### src/rtl/frac_clk_div_pkg.sv
package frac_clk_div_pkg;

    // Default number of step bits; the accumulator is one bit wider.
    localparam int unsigned DEF_STEP_BITS = 4;

    // Conditioned step: 0 becomes 1, values above the limit saturate.
    function automatic int unsigned cond_step(input int unsigned raw,
                                              input int unsigned lim);
        if (raw == 0)
            return 1;
        else if (raw > lim)
            return lim;
        else
            return raw;
    endfunction

    // Result of one accumulator addition.
    typedef struct packed {
        logic carry;
        logic msb;
    } add_flags_t;

endpackage

### src/rtl/frac_step_cond.sv
module frac_step_cond #(
    parameter int unsigned N = frac_clk_div_pkg::DEF_STEP_BITS
) (
    input  logic [N:0] raw_i,
    output logic [N:0] step_o
);
    localparam int unsigned ACC_W = N + 1;
    localparam logic [ACC_W-1:0] STEP_MAX = ACC_W'(1) << N;
    localparam logic [ACC_W-1:0] STEP_MIN = ACC_W'(1);

    always_comb begin
        if (raw_i == '0)
            step_o = STEP_MIN;
        else if (raw_i > STEP_MAX)
            step_o = STEP_MAX;
        else
            step_o = raw_i;
    end
endmodule

### src/rtl/frac_phase_acc.sv
module frac_phase_acc
    import frac_clk_div_pkg::*;
#(
    parameter int unsigned N = DEF_STEP_BITS
) (
    input  logic       clk,
    input  logic       rst,
    input  logic [N:0] step_in_i,
    output logic [N:0] acc_o,
    output logic [N:0] step_o,
    output add_flags_t flags_o
);
    localparam int unsigned ACC_W = N + 1;

    logic [ACC_W-1:0] acc_r;
    logic [ACC_W-1:0] step_r;
    logic [ACC_W:0]   sum_w;

    always_comb begin
        sum_w         = {1'b0, acc_r} + {1'b0, step_r};
        flags_o.carry = sum_w[ACC_W];
        flags_o.msb   = sum_w[ACC_W-1];
    end

    always_ff @(posedge clk) begin
        if (rst) begin
            acc_r  <= '0;
            step_r <= step_in_i;
        end else begin
            acc_r <= sum_w[ACC_W-1:0];
            if (flags_o.carry)
                step_r <= step_in_i;
        end
    end

    assign acc_o  = acc_r;
    assign step_o = step_r;
endmodule

### src/rtl/frac_edge_pulse.sv
module frac_edge_pulse (
    input  logic clk,
    input  logic rst,
    input  logic msb_now_i,
    input  logic msb_next_i,
    output logic pulse_o
);
    logic pulse_r;

    always_ff @(posedge clk) begin
        if (rst)
            pulse_r <= 1'b0;
        else
            pulse_r <= msb_next_i & ~msb_now_i;
    end

    assign pulse_o = pulse_r;
endmodule

### src/rtl/frac_clk_div.sv
module frac_clk_div
    import frac_clk_div_pkg::*;
#(
    parameter int unsigned N = DEF_STEP_BITS
) (
    input  logic       clk,
    input  logic       rst,
    input  logic [N:0] incr_i,
    output logic       clk_o,
    output logic       edge_o
);
    logic [N:0] step_c;
    logic [N:0] acc_q;
    logic [N:0] step_q;
    add_flags_t flags;

    frac_step_cond #(.N(N)) cond_i (
        .raw_i  (incr_i),
        .step_o (step_c)
    );

    frac_phase_acc #(.N(N)) acc_i (
        .clk       (clk),
        .rst       (rst),
        .step_in_i (step_c),
        .acc_o     (acc_q),
        .step_o    (step_q),
        .flags_o   (flags)
    );

    frac_edge_pulse pulse_i (
        .clk        (clk),
        .rst        (rst),
        .msb_now_i  (acc_q[N]),
        .msb_next_i (flags.msb),
        .pulse_o    (edge_o)
    );

    assign clk_o = acc_q[N];
endmodule

### config.mk
export PLATFORM = sky130hd
export DESIGN_NAME = frac_clk_div
export DESIGN_NICKNAME = d
export VERILOG_FILES = /design/src/rtl/frac_clk_div_pkg.sv /design/src/rtl/frac_step_cond.sv /design/src/rtl/frac_phase_acc.sv /design/src/rtl/frac_edge_pulse.sv /design/src/rtl/frac_clk_div.sv
export SDC_FILE = /design/constraint.sdc
export NUM_CORES = 1
export LEC_CHECK = 0
export BUFFER_PORTS_ARGS = -buffer_cell sky130_fd_sc_hd__buf_2
export CORE_AREA = 2 2 39 41
export DETAILED_ROUTE_END_ITERATION = 10
export DIE_AREA = 0 0 41 43
export PLACE_DENSITY = 0.62
export SETUP_SLACK_MARGIN = 0.3
export SYNTH_ARGS = -nofsm -noshare
export SYNTH_HDL_FRONTEND = slang
export SYNTH_SLANG_ARGS = --single-unit
### constraint.sdc
create_clock -name clk -period 4.06 [get_ports clk]
set_input_delay 0.812 -clock clk [delete_from_list [all_inputs] [get_ports clk]]
set_output_delay 0.812 -clock clk [all_outputs]
set_load 0.02 [all_outputs]
==> flow_metrics.env <==
export IMPL_cts_resized=0
export IMPL_pwr_share_clk=0.173
export IMPL_start_util=0.426
export IMPL_dp_hpwl_um=731
export IMPL_worstPathRequired_ns=4.07
export IMPL_worstPathCellList="buf_2 -> or4_4 -> inv_2 -> ha_1 -> and2_2"
export IMPL_rows=14
export IMPL_clk_latency_ns=0.26
export IMPL_wirelength_um=856
export IMPL_swShare=0.338
export IMPL_startpoint="incr_i[1]"
export IMPL_maxCapViolCount=0
export IMPL_pin_count=9
export IMPL_irDropWorstVdd_mv=0.214
export IMPL_grt_pass1_wl_um=1450
export IMPL_crit_arrival_ns=1.92
export IMPL_seqCellArea_sq_um=270
export IMPL_power_switching_uw=141
export IMPL_syn_nets=68
export IMPL_ys_warn_count=0
export IMPL_core_area_sq_um=1380
export IMPL_worst_r2r_cell_count=4
export IMPL_routedWlPerCell_um=10.6
export IMPL_gp_congestion=0.654
export IMPL_firstDrtPassIters=3
export IMPL_grt_pass1_vias=400
export IMPL_p_int_uw=275
export IMPL_antenna_found_initial=0
export IMPL_ys_flop_type="dfxtp_1"
export IMPL_wl_met2_um=437
export IMPL_diodes=0
export IMPL_async_flop_share=0
export IMPL_final_util=0.488
export IMPL_cpPeakStageDelay_ns=0.53
export IMPL_area_delta_synth_final_pct=14.6
export IMPL_drcViolationCount=0
export IMPL_worst_path_max_delay_cell="or4_4"
export IMPL_rr_endpoint="acc_i.step_o[0]"
export IMPL_dr_max_layer_used="met4"
export IMPL_die_x_um=41
export IMPL_grt_ovfl_total=0
export IMPL_cp_endpoint="acc_i.step_o[1]"
export IMPL_synth_edf_count=5
export IMPL_cts_root_buf="clkbuf_4"
export IMPL_whs_path_depth=2
export IMPL_vias_per_cell=4.93
export IMPL_wl_met1_um=369
export IMPL_clock_sinks=11
export IMPL_power_density_nw_per_um2=615
export IMPL_ys_types=23
export IMPL_fmax_mhz=524
export IMPL_hp_class="reg2reg"
export IMPL_cts_tree="built"
export IMPL_die_area_sq_um=1760
export IMPL_final_min_period_over_clock_period=0.470
export IMPL_seqPwrFrac=0.419
export IMPL_skew_ns=0.00292
export IMPL_crit_family="simple AND/OR/NAND/NOR gates"
export IMPL_relSlewSlack=0.526
export IMPL_finalMaxSlewViolations=0
export IMPL_htree_levels=1
export IMPL_crit_cells=5
export IMPL_path_clk_slew_ns=0.07
export IMPL_cts_buffers=3
export IMPL_wl_met3_um=29
export IMPL_finalSetupViolations=0
export IMPL_nFillCells=138
export IMPL_p_comb_frac=0.409
export IMPL_cp_buffers_inverters=2
export IMPL_finalHoldViolations=0
export IMPL_status="complete, no violations"
export IMPL_crit_fanout=3
export IMPL_layout_drive_gt1_share=0.277
export IMPL_ys_ff_latch=11
export IMPL_multiInputGateArea_sq_um=293
export IMPL_p_leak_uw=0.000331
export IMPL_dr_first_iter_drc_count=2
export IMPL_ys_seq_area_frac=0.459
export IMPL_syn_cell_area_sq_um=589
export IMPL_port_buffers=8
export IMPL_die_y_um=43
export IMPL_start_kind="input pin"
export IMPL_postSynthAreaPerCell_sq_um=11.1
export IMPL_period_minus_slack_ns=1.91
export IMPL_postSynthCellCount=53
export IMPL_rr_startpoint="acc_i.step_o[2]"
export IMPL_num_vias=399
export IMPL_cts_buffer_depth=2
export IMPL_r2r_slack_ns=2.16
export IMPL_holdBufCountCts=0
export IMPL_grt_max_degree=8
export IMPL_grtUsageTotal=0.126
export IMPL_finalSetupTns_ns=0
export IMPL_tightest_slew_ns=0.704
export IMPL_antenna_left=0
export IMPL_hp_start="acc_i.acc_o[0]"
export IMPL_path_class="in2reg"
export IMPL_cts_setup_buffers=0
export IMPL_rsz0062_at_grt="no"
export IMPL_nets=81
export IMPL_worst_setup_path_end_kind="flip-flop"
worst min-delay path: stages, from the launching register on:
cell	delay, ns
dfxtp_1	0.32
ha_1	0.11
nor2b_1	0.10
cells by family after synthesis:
logic type	Yosys count	share of synthesized area
and+or+nand+nor	15	0.144
DFF	11	0.459
AOI/OAI and AO/OA	9	0.113
adders and majority gates	8	0.183
buffers and inverters	7	0.0446
muxes	2	0.0425
xor gates and xnor gates	1	0.0149
worst min-delay path by stage:
stage | slack (ns) | endpoint
2_1_floorplan | 0.52 | acc_i.acc_o[0]
3_3_place_gp | 0.54 | acc_i.acc_o[0]
3_5_place_dp | 0.56 | acc_i.acc_o[0]
4_1_cts | 0.57 | acc_i.acc_o[0]
5_1_grt | 0.62 | acc_i.acc_o[0]
6_report | 0.57 | acc_i.acc_o[0]
cell usage after synthesis, types with 2 or more instances:
cell type / count / area share
ha_1: 7 / 0.15
dfxtp_1: 6 / 0.20
inv_1: 6 / 0.038
nor2_1: 6 / 0.038
edfxtp_1: 5 / 0.25
a21oi_1: 3 / 0.025
and2_1: 2 / 0.021
nand2b_1: 2 / 0.021
or2_2: 2 / 0.021
flip-flops by register name, summed over array words and instances, names as in the netlist:
name             count
acc_i.acc_o          5
acc_i.step_o         5
pulse_i.pulse_o      1
power by group through the flow:
stage	combinational (uW)	clock [uW]	sequential, uW
global route	190	83.3	177
finish	170	71.9	174
CTS	174	75.6	174
floorplan	124	0	185
detailed placement	173	0	177
global placement	167	0	175
final cells by class:
class,instances,area share
Timing Repair Buffer,8,0.0593
Tap cell,16,0.0296
Multi-Input combinational cell,35,0.433
Clock buffer,4,0.0389
Inverter,7,0.0389
Sequential cell,11,0.400
layout by cell type (no fill, tap or decap), types with 2 or more instances in the layout:
cell type,count
and2_1,2
nand2b_1,2
clkbuf_4,3
dfxtp_1,6
buf_2,8
nor2_1,6
or2_2,2
ha_1,7
edfxtp_1,5
inv_1,6
a21oi_1,3
per-layer routing:
layer / vias to the layer above / track usage
li1: 207 / -
met5: - / 0
met4: 0 / 0.0800
met3: 2 / 0.0471
met1: 183 / 0.117
met2: 7 / 0.213
metrics by stage:
stage / std cells / power (uW) / instance area [sq um] / hold WS, ns / worst slack (ns)
2_1_floorplan: 53 / 309 / 589 / 0.524 / 2.01
3_3_place_gp: 77 / 342 / 649 / 0.539 / 1.89
3_5_place_dp: 77 / 350 / 649 / 0.559 / 1.88
4_1_cts: 81 / 424 / 676 / 0.575 / 2.13
5_1_grt: 81 / 450 / 676 / 0.618 / 2.07
6_report: 81 / 416 / 676 / 0.569 / 2.15
Note: power is estimated with default switching activity, not from simulation.
